===== src/rtl/desc_pkg.sv =====
// Package: shared widths and the descriptor record for the enqueue queue.
// Assumes a 32-bit register bus and 64-bit configuration words.
package desc_pkg;
    localparam int unsigned DATA_W         = 32;
    localparam int unsigned CFG_WORD_BYTES = 8;
    localparam int unsigned LEN_BIAS       = 2;

    typedef struct packed {
        logic [DATA_W-1:0] cfg_base;
        logic [DATA_W-1:0] cfg_len_m2;
        logic [DATA_W-1:0] io_base;
        logic [DATA_W-1:0] filter_addr;
    } desc_t;
endpackage


===== src/rtl/desc_regfile.sv =====
// Module: desc_regfile
// Holds the three writable descriptor registers and decodes the trigger
// write. Builds the candidate descriptor, derived filter address included,
// from the stored fields and the write data. Also flags misaligned
// base-address writes.
// Assumes: byte offsets 0x0/0x4/0x8/0xC, and WORD_BYTES is a power of two.
module desc_regfile
    import desc_pkg::*;
#(
    parameter int unsigned ADDR_W     = 4,
    parameter int unsigned WORD_BYTES = 8
) (
    input  logic              clk,
    input  logic              rst_n,
    input  logic [ADDR_W-1:0] addr,
    input  logic              wr_en,
    input  logic [DATA_W-1:0] wr_data,
    input  logic [2:0]        diag,
    output logic [DATA_W-1:0] rd_data,
    output logic              trig,
    output desc_t             cand,
    output logic              misalign_err
);
    localparam logic [ADDR_W-1:0] OFF_CFG  = ADDR_W'(0);
    localparam logic [ADDR_W-1:0] OFF_LEN  = ADDR_W'(4);
    localparam logic [ADDR_W-1:0] OFF_IO   = ADDR_W'(8);
    localparam logic [ADDR_W-1:0] OFF_DIAG = ADDR_W'(12);
    localparam logic [DATA_W-1:0] ALIGN_MASK = DATA_W'(WORD_BYTES - 1);
    localparam logic [DATA_W-1:0] BIAS       = DATA_W'(LEN_BIAS);
    localparam logic [DATA_W-1:0] WBYTES     = DATA_W'(CFG_WORD_BYTES);

    logic [DATA_W-1:0] cfg_q, len_q, io_q;
    logic sel_cfg, sel_len, sel_io, data_misaligned, cfg_misaligned;

    assign sel_cfg = (addr == OFF_CFG);
    assign sel_len = (addr == OFF_LEN);
    assign sel_io  = (addr == OFF_IO);
    assign data_misaligned = |(wr_data & ALIGN_MASK);
    assign cfg_misaligned  = |(cfg_q & ALIGN_MASK);

    // Purpose: capture register writes; the diagnostics offset is read-only.
    always_ff @(posedge clk) begin
        if (!rst_n) begin
            cfg_q <= '0;
            len_q <= '0;
            io_q  <= '0;
        end else if (wr_en) begin
            if (sel_cfg) cfg_q <= wr_data;
            if (sel_len) len_q <= wr_data;
            if (sel_io)  io_q  <= wr_data;
        end
    end

    // Purpose: pulse the error output one cycle after a misaligned base write.
    always_ff @(posedge clk) begin
        if (!rst_n) misalign_err <= 1'b0;
        else        misalign_err <= wr_en && (sel_cfg || sel_io) && data_misaligned;
    end

    // Purpose: a trigger is an aligned 0x8 write while the stored base is aligned.
    assign trig = wr_en && sel_io && !data_misaligned && !cfg_misaligned;

    // Purpose: assemble the descriptor that a trigger would push.
    always_comb begin
        cand.cfg_base    = cfg_q;
        cand.cfg_len_m2  = len_q;
        cand.io_base     = wr_data;
        cand.filter_addr = cfg_q + (len_q + BIAS) * WBYTES;
    end

    // Purpose: register read mux; unmapped offsets return zero.
    always_comb begin
        if (sel_cfg)              rd_data = cfg_q;
        else if (sel_len)         rd_data = len_q;
        else if (sel_io)          rd_data = io_q;
        else if (addr == OFF_DIAG) rd_data = {{(DATA_W-3){1'b0}}, diag};
        else                      rd_data = '0;
    end

    // the configuration base changes only through a write to its own offset
    assert_cfg_hold_R3: assert property (@(posedge clk) disable iff (!rst_n)
        !(wr_en && sel_cfg) |=> $stable(cfg_q));
    assert_len_hold_R3: assert property (@(posedge clk) disable iff (!rst_n)
        !(wr_en && sel_len) |=> $stable(len_q));
    // a misaligned base write is reported on the next cycle
    assert_misalign_flag_R9: assert property (@(posedge clk) disable iff (!rst_n)
        (wr_en && sel_io && data_misaligned) |=> misalign_err);
endmodule


===== src/rtl/desc_admit.sv =====
// Module: desc_admit
// Decides whether a trigger becomes a push. It counts accepted requests up
// to REQ_LIMIT, rejects triggers once the limit is reached, and raises a
// sticky overflow flag when an accepted trigger meets a full FIFO with no
// pop in the same cycle.
// Assumes: REQ_LIMIT >= 1.
module desc_admit #(
    parameter int unsigned REQ_LIMIT = 24
) (
    input  logic clk,
    input  logic rst_n,
    input  logic trig,
    input  logic full,
    input  logic pop_fire,
    output logic push_ok,
    output logic overflow,
    output logic limit_hit
);
    localparam int unsigned REQ_W = $clog2(REQ_LIMIT + 1);

    logic [REQ_W-1:0] req_q;
    logic accept;

    assign limit_hit = (req_q == REQ_W'(REQ_LIMIT));
    assign accept    = trig && !limit_hit;
    assign push_ok   = accept && (!full || pop_fire);

    // Purpose: count accepted requests, stopping at the limit.
    always_ff @(posedge clk) begin
        if (!rst_n)      req_q <= '0;
        else if (accept) req_q <= req_q + REQ_W'(1);
    end

    // Purpose: sticky overflow flag, cleared only by reset.
    always_ff @(posedge clk) begin
        if (!rst_n)                              overflow <= 1'b0;
        else if (accept && full && !pop_fire)    overflow <= 1'b1;
    end

    // overflow never falls outside reset
    assert_overflow_sticky_R6: assert property (@(posedge clk) disable iff (!rst_n)
        overflow |=> overflow);
    // the limit condition persists and blocks every push
    assert_limit_hold_R8: assert property (@(posedge clk) disable iff (!rst_n)
        limit_hit |=> limit_hit);
    assert_limit_no_push_R8: assert property (@(posedge clk) disable iff (!rst_n)
        limit_hit |-> !push_ok);
    // a push into a full FIFO alongside a pop raises no overflow
    assert_full_pop_no_ovf_R10: assert property (@(posedge clk) disable iff (!rst_n)
        (!overflow && trig && full && pop_fire) |=> !overflow);
endmodule


===== src/rtl/desc_fifo.sv =====
// Module: desc_fifo
// Circular descriptor FIFO with valid/ready pop and occupancy flags.
// Assumes: the caller raises push only when there is room or a pop
// happens in the same cycle.
module desc_fifo
    import desc_pkg::*;
#(
    parameter int unsigned DEPTH = 8
) (
    input  logic  clk,
    input  logic  rst_n,
    input  logic  push,
    input  desc_t push_data,
    input  logic  pop_ready,
    output logic  pop_valid,
    output logic  pop_fire,
    output desc_t pop_data,
    output logic  full,
    output logic  almost_full
);
    localparam int unsigned PTR_W = (DEPTH > 1) ? $clog2(DEPTH) : 1;
    localparam int unsigned CNT_W = $clog2(DEPTH + 1);
    localparam logic [PTR_W-1:0] LAST = PTR_W'(DEPTH - 1);

    desc_t            mem [DEPTH];
    logic [PTR_W-1:0] wr_ptr, rd_ptr;
    logic [CNT_W-1:0] occ;

    assign pop_valid   = (occ != '0);
    assign pop_fire    = pop_valid && pop_ready;
    assign full        = (occ == CNT_W'(DEPTH));
    assign almost_full = (occ >= CNT_W'(DEPTH - 1));
    assign pop_data    = mem[rd_ptr];

    // Purpose: store a pushed descriptor at the write pointer.
    always_ff @(posedge clk) begin
        if (push) mem[wr_ptr] <= push_data;
    end

    // Purpose: advance the pointers and track occupancy.
    always_ff @(posedge clk) begin
        if (!rst_n) begin
            wr_ptr <= '0;
            rd_ptr <= '0;
            occ    <= '0;
        end else begin
            if (push)     wr_ptr <= (wr_ptr == LAST) ? '0 : wr_ptr + PTR_W'(1);
            if (pop_fire) rd_ptr <= (rd_ptr == LAST) ? '0 : rd_ptr + PTR_W'(1);
            if (push && !pop_fire)      occ <= occ + CNT_W'(1);
            else if (!push && pop_fire) occ <= occ - CNT_W'(1);
        end
    end

    // occupancy never exceeds the depth
    assert_occ_bound_R6: assert property (@(posedge clk) disable iff (!rst_n)
        occ <= CNT_W'(DEPTH));
    // a push into a full FIFO only happens together with a pop
    assert_push_room_R6: assert property (@(posedge clk) disable iff (!rst_n)
        push |-> (!full || pop_fire));
    // full with no pop stays full
    assert_full_hold_R10: assert property (@(posedge clk) disable iff (!rst_n)
        (full && !pop_fire) |=> full);
endmodule


===== src/rtl/desc_enqueue_top.sv =====
// Module: desc_enqueue_top
// Register front end that turns writes to the input/output base register
// into queued DMA descriptors and presents them on a valid/ready port.
// Assumes: single clock, synchronous active-low reset, 32-bit data.
module desc_enqueue_top
    import desc_pkg::*;
#(
    parameter int unsigned DEPTH      = 8,
    parameter int unsigned REQ_LIMIT  = 24,
    parameter int unsigned WORD_BYTES = 8
) (
    input  logic        clk,
    input  logic        rst_n,
    input  logic [3:0]  reg_addr,
    input  logic        reg_wr_en,
    input  logic [31:0] reg_wr_data,
    output logic [31:0] reg_rd_data,
    output logic        misalign_err,
    output logic        job_valid,
    input  logic        job_ready,
    output logic [31:0] job_cfg_base,
    output logic [31:0] job_cfg_len_m2,
    output logic [31:0] job_io_base,
    output logic [31:0] job_filter_addr
);
    desc_t cand, head;
    logic  trig, push_ok, pop_fire, full, almost_full, overflow, limit_hit;

    desc_regfile #(.ADDR_W(4), .WORD_BYTES(WORD_BYTES)) regs_i (
        .clk(clk), .rst_n(rst_n), .addr(reg_addr), .wr_en(reg_wr_en),
        .wr_data(reg_wr_data), .diag({limit_hit, almost_full, overflow}),
        .rd_data(reg_rd_data), .trig(trig), .cand(cand),
        .misalign_err(misalign_err)
    );

    desc_admit #(.REQ_LIMIT(REQ_LIMIT)) admit_i (
        .clk(clk), .rst_n(rst_n), .trig(trig), .full(full),
        .pop_fire(pop_fire), .push_ok(push_ok), .overflow(overflow),
        .limit_hit(limit_hit)
    );

    desc_fifo #(.DEPTH(DEPTH)) fifo_i (
        .clk(clk), .rst_n(rst_n), .push(push_ok), .push_data(cand),
        .pop_ready(job_ready), .pop_valid(job_valid), .pop_fire(pop_fire),
        .pop_data(head), .full(full), .almost_full(almost_full)
    );

    // Purpose: expose the head descriptor fields.
    assign job_cfg_base    = head.cfg_base;
    assign job_cfg_len_m2  = head.cfg_len_m2;
    assign job_io_base     = head.io_base;
    assign job_filter_addr = head.filter_addr;

    // an accepted push is visible to the consumer on the next cycle
    assert_push_visible_R4: assert property (@(posedge clk) disable iff (!rst_n)
        push_ok |=> job_valid);
endmodule


===== config.mk =====
export PLATFORM = sky130hd
export DESIGN_NAME = desc_enqueue_top
export DESIGN_NICKNAME = d
export VERILOG_FILES = /design/src/rtl/desc_pkg.sv /design/src/rtl/desc_regfile.sv /design/src/rtl/desc_admit.sv /design/src/rtl/desc_fifo.sv /design/src/rtl/desc_enqueue_top.sv
export SDC_FILE = /design/constraint.sdc
export NUM_CORES = 1
export LEC_CHECK = 0
export BUFFER_PORTS_ARGS = -buffer_cell sky130_fd_sc_hd__buf_2
export CAP_MARGIN = 20
export CORE_MARGIN = 1
export CORE_UTILIZATION = 37
export CTS_BUF_LIST = sky130_fd_sc_hd__clkbuf_8
export CTS_CLUSTER_DIAMETER = 200
export DETAILED_ROUTE_END_ITERATION = 10
export PLACE_DENSITY = 0.61
export SLEW_MARGIN = 20
export SYNTH_ARGS = -nofsm -noshare
export SYNTH_HDL_FRONTEND = slang
export SYNTH_SLANG_ARGS = --single-unit
export TNS_END_PERCENT = 100

===== constraint.sdc =====
create_clock -name clk -period 25.4 [get_ports clk]
set_input_delay 5.08 -clock clk [delete_from_list [all_inputs] [get_ports clk]]
set_output_delay 5.08 -clock clk [all_outputs]
set_load 0.02 [all_outputs]

==> tab_implementation.tex, run 1 <==
\begin{tabular}{lr}
\hline
Metric & Value \\
\hline
\multicolumn{2}{l}{\textbf{Status}} \\
Run status & finished, final reports clean \\
\multicolumn{2}{l}{\textbf{Power and ir drop}} \\
Sequential share of power & 48.9\% \\
Sw frac & 26.2\% \\
Clock network fraction of total power & 34.5\% \\
Internal power summed over all cells & 3.06 mW \\
Worst VDD drop & 0.0504 mV \\
Combinational Power Share & 16.6\% \\
Leakage component of the power & 17.7 nW \\
Power dissipated by switching net loads & 1.09 mW \\
Power density normalized to cell area & 81.4 nW/um\^{}2 \\
\multicolumn{2}{l}{\textbf{Synth}} \\
Post-Syn Nets & 2,489 \\
Number of warning messages in the yosys log & 0 \\
Top cell type by total area after synthesis & edfxtp\_1 \\
Area share of the leading cell type in the synthesized netlist & 67.2\% \\
Post-synthesis sequential area ratio & 72.4\% \\
Largest cells by area after synthesis & edfxtp\_1 67\%, mux4\_2 13\%, dfxtp\_1 5.2\% \\
Primary flip-flop cell chosen by synthesis mapping & edfxtp\_1 \\
Number of flip-flops and latches in the synthesized netlist & 1,116 \\
Async set or reset register ratio after synthesis & 0\% \\
Number of instances in the synthesized netlist & 2,405 \\
Number of library cell types mapped by synthesis & 61 \\
Most frequent cells after synthesis & 1,000 x edfxtp\_1, 252 x mux4\_2, 238 x nand2\_1, 125 x mux2\_2, 116 x dfxtp\_1 \\
Cell area after synthesis & 44,700 um\^{}2 \\
Number of synthesized flops with an enable pin & 1,000 \\
Avg Cell Area, Syn & 18.6 um\^{}2 \\
Dominant cell by count in the synthesized netlist & edfxtp\_1 \\
\multicolumn{2}{l}{\textbf{Clock tree}} \\
Hold buffer count at cts & 0 \\
CTS tree & yes \\
Number of buffers added for setup after CTS & 0 \\
Clock insertion delay at the later pin of the skew report & 0.84 ns \\
CTS resizes & 0 \\
TritonCTS buffer count & 173 \\
H-tree depth & 4 \\
CTS max path bufs & 3 \\
Sinks on Clock Net & 1,116 \\
Clock slew seen by the registers of the worst setup and hold paths & 0.06 ns \\
CTS Root Cell & clkbuf\_8 \\
\multicolumn{2}{l}{\textbf{Die}} \\
Initial standard-cell utilization of the core & 37.3\% \\
Number of top-level design ports & 202 \\
Core Region & 120,000 um\^{}2 \\
Die width & 350 um \\
Die ar. & 122,000 um\^{}2 \\
Num rows & 127 \\
Vertical die dimension & 350 um \\
\multicolumn{2}{l}{\textbf{Cells and area}} \\
Final instance count without filler cells & 4,445 \\
Layout cells sized above 1 & 30.0\% \\
Utilization after layout & 42.5\% \\
Storage cell area & 32,400 um\^{}2 \\
Net count, final & 2,769 \\
Area used by multi-input combinational logic & 11,800 um\^{}2 \\
Area added between synthesis and finish & 13.9\% \\
Cell area after layout & 50,900 um\^{}2 \\
Fill cell count & 10,600 \\
\multicolumn{2}{l}{\textbf{Drt}} \\
Wire length after detailed routing & 113 mm \\
Violation count after the first detailed-routing iteration & 2,225 \\
Via count & 23,600 \\
Count of unresolved DRC violations after routing & 0 \\
Number of search-and-repair iterations in the first detailed-routing pass & 7 \\
Final ANT Viol Nets & 0 \\
Avg Vias per Cell & 5.30 \\
Wirelength per Cell & 25.5 um \\
\multicolumn{2}{l}{\textbf{Placed design}} \\
Placed wire-length estimate & 66.9 mm \\
\# port buffers & 201 \\
Placement Cell Area & 47,600 um\^{}2 \\
GP Congestion & 0.854 \\
Placed insts & 4,122 \\
\multicolumn{2}{l}{\textbf{Setup path}} \\
Biggest fanout along the worst timing path & 36 \\
Cell Chain, Critical Path & buf\_2 > buf\_4 > nor2b\_2 > buf\_4 > a21oi\_1 > nor2\_1 > buf\_2 \\
Category of cells accounting for the largest share of critical-path delay & buffers and inverters \\
Data arrival time at the worst-slack endpoint & 6.86 ns \\
CP max-delay cell & buf\_4 \\
CP max stage delay & 0.40 ns \\
Bufs and invs on worst path & 4 \\
Startpoint-to-endpoint class of the critical path & in2out \\
Critical path required time & 20.32 ns \\
Kind of start point of the critical path & input pin \\
Worst setup EP type & output pin \\
\multicolumn{2}{l}{\textbf{Timing}} \\
Max-slew violation count & 0 \\
Final period util & 47.0\% \\
Time the final worst path needs with I/O delays and setup & 11.94 ns \\
Final Hold Vio Count & 0 \\
Sum Neg Setup Slack & 0 ns \\
RSZ-0062 raised after global routing & false \\
Largest clock skew in the final design & 0.0600 ns \\
Worst slew margin relative to its limit & 30.0\% \\
Transition time at the pin with the least slew margin & 1.05 ns \\
Highest Clock Rate & 83.7 MHz \\
Setup Viol. Count Final & 0 \\
\multicolumn{2}{l}{\textbf{Global routing}} \\
Vias in the first global route & 24,200 \\
Total routing resource utilization after global routing & 18.6\% \\
Antenna violations before repair & 11 \\
Pin count of the biggest net entering global routing & 140 \\
Wire length of the first global-routing pass & 164 mm \\
Sum of overflow across all layers after global routing & 0 \\
\multicolumn{2}{l}{\textbf{Job}} \\
Number of max-cap violations & 0 \\
\multicolumn{2}{l}{\textbf{Min path}} \\
Hold Crit Class & reg2reg \\
\hline
\end{tabular}
==> worst paths after layout <==
check / from / endpoint / slack [ns] / cells after the start
max: reg_addr[2] / reg_rd_data[25] / 13.46 / 7
min: regs_i.io_q[18] / regs_i.io_q[18] / 0.47 / 2
max reg2reg: regs_i.len_q[1] / fifo_i.mem[4][31] / 20.65 / 14
min reg2reg: regs_i.io_q[18] / regs_i.io_q[18] / 0.47 / 2
==> sequential cells by signal, summed over array words and instances, names as in the netlist, named ones only <==
name,cells
regs_i.len_q,32
regs_i.misalign_err,1
fifo_i.mem,1000
fifo_i.occ,4
fifo_i.wr_ptr,3
fifo_i.rd_ptr,3
admit_i.overflow,1
regs_i.io_q,32
admit_i.req_q,5
regs_i.cfg_q,32
==> final cells by class <==
type	count	area share (%)
Antenna cell	3	0.0147
Clock buffer	183	4.95
Clock inverter	137	1.53
Inverter	13	0.0959
Multi-Input combinational cell	1149	23.3
Sequential cell	1116	63.6
Tap cell	1612	3.96
Timing Repair Buffer	232	2.62
==> cell families after synthesis <==
family / synth area share, %
flip-flops: 72.4
AND/OR/NAND/NOR: 4.11
multiplexers: 16.5
AO/OA/AOI/OAI: 3.27
buffers and inverters: 1.26
XOR/XNOR: 1.18
adder cells (fa/ha/maj): 1.27
==> tightest hold or removal path, cell delays in order (launching register included) <==
cell	delay [ns]
dfxtp_1	0.31
nand2_1	0.05
a21boi_0	0.07
==> stage by stage <==
stage	power, mW	worst slack [ns]	hold WS [ns]
after floorplan	2.56	5.37	0.440
after global placement	2.76	13.49	0.458
after detailed placement	2.77	13.46	0.462
after CTS	4.20	13.45	0.470
after global routing	4.30	13.40	0.484
final	4.14	13.46	0.472
==> per-layer routing <==
| metal | wire [um] | part of all wire (%) | global-route usage, % |
|---|---|---|---|
| met1 | 47700 | 42 | 25.3 |
| met2 | 55100 | 49 | 30.3 |
| met3 | 8250 | 7.3 | 3.57 |
| met4 | 2340 | 2.1 | 5.29 |
| met5 | 52 | 0.046 | 0 |
==> cell usage in the layout, fill, tap and decap left out, types with 71 or more instances in the layout <==
cell type / netlist / layout
a21boi_0: 101 / 101
buf_2: 21 / 201
clkbuf_8: 0 / 183
dfxtp_1: 116 / 113
edfxtp_1: 1000 / 1000
inv_1: 12 / 71
mux2_2: 125 / 125
mux4_2: 252 / 252
nand2_1: 238 / 238
nor2_1: 82 / 81
==> power by group through the flow <==
stage	combinational, mW	clock (mW)	sequential, mW
after floorplan	0.527	0	2.04
after global placement	0.701	0	2.06
after detailed placement	0.708	0	2.06
after CTS	0.711	1.46	2.03
after global routing	0.739	1.54	2.03
final	0.688	1.43	2.02
Note: power is estimated with default switching activity, not from simulation.
==> run 2, diff against run 1 <==
==> constraint.sdc (replaced) <==
create_clock -name clk -period 12.4 [get_ports clk]
set_input_delay 2.48 -clock clk [delete_from_list [all_inputs] [get_ports clk]]
set_output_delay 2.48 -clock clk [all_outputs]
set_load 0.02 [all_outputs]
==> run 2 against run 1 <==
Effect of this change:
- sequential share of layout area is essentially flat
- power grew 100%
- setup slack worse by 8.0 ns
- worst hold slack better by 0.0049 ns
- count of clock-buffer cells in the layout up 1
- clock skew shrank 0.0075 ns
- non-clock buffer count up 15
- sequential power up 110%
- register-to-register slack got worse by 13 ns
==> tab_implementation.tex, run 2 (same netlist as run 1, synthesis figures left out) <==
\begin{tabular}{lr}
\hline
Metric & Value \\
\hline
\multicolumn{2}{l}{\textbf{Status}} \\
Run status & finished, final reports clean \\
\multicolumn{2}{l}{\textbf{Setup path}} \\
Worst setup EP type & output pin \\
Cell seen most often among critical-path stages & buf\_2 \\
CP max-delay cell & buf\_2 \\
CP max stage delay & 0.66 ns (+0.26 ns) \\
Critical path required time & 9.92 ns (-10.40 ns) \\
Cell Chain, Critical Path & buf\_2 > nor2b\_2 > buf\_4 > a21oi\_1 > nor2\_1 > buf\_2 \\
Launch instance of the worst register-to-register path & regs\_i.len\_q[3] \\
Worst setup startpoint & reg\_addr[2] \\
Biggest fanout along the worst timing path & 36 (unchanged) \\
Startpoint-to-endpoint class of the critical path & in2out \\
Data arrival time at the worst-slack endpoint & 4.44 ns (-2.42 ns) \\
Kind of start point of the critical path & input pin \\
\multicolumn{2}{l}{\textbf{Timing}} \\
Final period util & 55.8\% \\
Worst slew margin relative to its limit & 28.2\% (-1.8 points) \\
Post-route setup slack & 5.48 ns (-7.97 ns) \\
Setup Viol. Count Final & 0 (unchanged) \\
Largest clock skew in the final design & 0.0525 ns (-0.00755 ns) \\
Highest Clock Rate & 145 MHz \\
RSZ-0062 raised after global routing & false \\
Transition time at the pin with the least slew margin & 1.08 ns (+0.0309 ns) \\
Final Hold Vio Count & 0 (unchanged) \\
Max-slew violation count & 0 (unchanged) \\
Time the final worst path needs with I/O delays and setup & 6.92 ns \\
\multicolumn{2}{l}{\textbf{Cells and area}} \\
Area used by multi-input combinational logic & 11,900 um\^{}2 (+0.27\%) \\
Largest register FFs & 1,000 (unchanged) \\
Fill cell count & 10,600 (-0.21\%) \\
Commonest cells after routing, fill and taps aside & 1,000 x edfxtp\_1, 252 x mux4\_2, 238 x nand2\_1 \\
Storage cell area & 32,400 um\^{}2 (unchanged) \\
Most frequent standard cell in the layout excluding fill and tap cells & edfxtp\_1 \\
Net count, final & 2,784 (+0.54\%) \\
Top register by number of flip-flops & fifo\_i.mem \\
Cell area after layout & 50,900 um\^{}2 (about the same) \\
Layout cells sized above 1 & 30.6\% (+0.64 points) \\
Area added between synthesis and finish & 13.9\% (about the same) \\
\multicolumn{2}{l}{\textbf{Placed design}} \\
Placement Cell Area & 47,700 um\^{}2 (+0.19\%) \\
GP Congestion & 0.908 (+6.3\%) \\
Worst slack, placed & 4.88 ns (-8.58 ns) \\
Placed wire-length estimate & 69.8 mm (+4.4\%) \\
\# port buffers & 201 (unchanged) \\
\multicolumn{2}{l}{\textbf{Drt}} \\
Via count & 23,700 (+0.35\%) \\
Wire length after detailed routing & 114 mm (+0.47\%) \\
Number of search-and-repair iterations in the first detailed-routing pass & 6 (-1) \\
Violation count after the first detailed-routing iteration & 2,337 (+5.0\%) \\
Count of unresolved DRC violations after routing & 0 (unchanged) \\
Avg Vias per Cell & 5.32 (+0.26\%) \\
Wirelength per Cell & 25.6 um (+0.38\%) \\
Final ANT Viol Nets & 0 (unchanged) \\
\multicolumn{2}{l}{\textbf{Job}} \\
Number of max-cap violations & 0 (unchanged) \\
\multicolumn{2}{l}{\textbf{Min path}} \\
Worst Hold Launch & regs\_i.io\_q[5] \\
Hold Crit Class & reg2reg \\
\multicolumn{2}{l}{\textbf{Clock tree}} \\
Hold buffer count at cts & 0 (unchanged) \\
TritonCTS buffer count & 173 (unchanged) \\
Clock insertion delay at the later pin of the skew report & 0.86 ns (+0.02 ns) \\
CTS max path bufs & 3 (unchanged) \\
CTS tree & yes \\
Clock slew seen by the registers of the worst setup and hold paths & 0.06 ns (about the same) \\
H-tree depth & 4 (unchanged) \\
CTS Root Cell & clkbuf\_8 \\
Sinks on Clock Net & 1,116 (unchanged) \\
CTS resizes & 0 (unchanged) \\
Number of buffers added for setup after CTS & 0 (unchanged) \\
\multicolumn{2}{l}{\textbf{Power and ir drop}} \\
Power density normalized to cell area & 165 nW/um\^{}2 (+100\%) \\
Leakage component of the power & 17.7 nW (about the same) \\
Worst VDD drop & 0.184 mV (+270\%) \\
\multicolumn{2}{l}{\textbf{Die}} \\
Core Region & 120,000 um\^{}2 (unchanged) \\
Num rows & 127 (unchanged) \\
Vertical die dimension & 350 um (unchanged) \\
Number of top-level design ports & 202 (unchanged) \\
Die width & 350 um (unchanged) \\
Die ar. & 122,000 um\^{}2 (unchanged) \\
Initial standard-cell utilization of the core & 37.3\% (unchanged) \\
\multicolumn{2}{l}{\textbf{Global routing}} \\
Vias in the first global route & 24,300 (+0.47\%) \\
Antenna violations before repair & 2 (-9) \\
Sum of overflow across all layers after global routing & 0 (unchanged) \\
Total routing resource utilization after global routing & 18.8\% (+0.24 points) \\
Wire length of the first global-routing pass & 166 mm (+1.5\%) \\
Pin count of the biggest net entering global routing & 145 (+3.6\%) \\
\hline
\end{tabular}
-- run 2: cell count changes in the layout (fill, tap and decap cells not counted), sizes merged --
| cell | previous run | this run |
|---|---|---|
| clkinv | 62 | 63 |
| bufinv | 7 | 1 |
| clkbuf | 183 | 184 |
| clkinvlp | 4 | 2 |
| diode | 3 | 1 |
| buf | 232 | 247 |
| inv | 77 | 74 |
-- run 2: worst paths after layout --
| path | to | slack (ns) | cells after the start |
|---|---|---|---|
| max | reg_rd_data[23] | 5.48 | 6 |
| min | regs_i.io_q[5] | 0.48 | 2 |
| max reg2reg | fifo_i.mem[4][31] | 7.38 | 14 |
| min reg2reg | regs_i.io_q[5] | 0.48 | 2 |
-- run 2: worst max-delay path, delay by kind of cell --
family,cells,cell delay (ns)
AOI/OAI and AO/OA,1,0.13
buffers and inverters,3,1.29
and+or+nand+nor,2,0.51
-- run 2: metal layers --
layer | global-route usage [%] | vias up | wire length [um]
li1 | - | 10200 | -
met5 | 0 | - | 0
met3 | 4.10 | 147 | 8700
met1 | 25.7 | 12300 | 47900
met4 | 5.08 | 0 | 2030
met2 | 30.3 | 995 | 55300
-- run 2: through the flow --
| step | TNS, ns | hold slack (ns) | cells | power, mW | utilization, % |
|---|---|---|---|---|---|
| after floorplan | -511.56 | 0.440 | 2405 | 5.25 | - |
| after global placement | 0 | 0.461 | 4137 | 5.68 | 39.8 |
| after detailed placement | 0 | 0.470 | 4137 | 5.69 | 39.8 |
| after CTS | 0 | 0.479 | 4448 | 8.54 | 42.5 |
| after global routing | 0 | 0.491 | 4449 | 8.76 | 42.5 |
| final | 0 | 0.477 | 4449 | 8.42 | 42.5 |
-- run 2: where the power goes --
group	switching (mW)	total (mW)	internal, mW	leakage, nW
Clock	1.44	2.85	1.41	1.84
Combinational	0.746	1.41	0.667	4.78
Sequential	0.0762	4.16	4.08	11.0
-- run 2: layout make-up --
type                            instances  share of cell area, %
Antenna cell                            1                0.00492
Clock buffer                          184                   4.98
Clock inverter                        127                   1.33
Inverter                               13                 0.0959
Multi-Input combinational cell       1149                   23.3
Sequential cell                      1116                   63.6
Tap cell                             1612                   3.96
Timing Repair Buffer                  247                   2.73
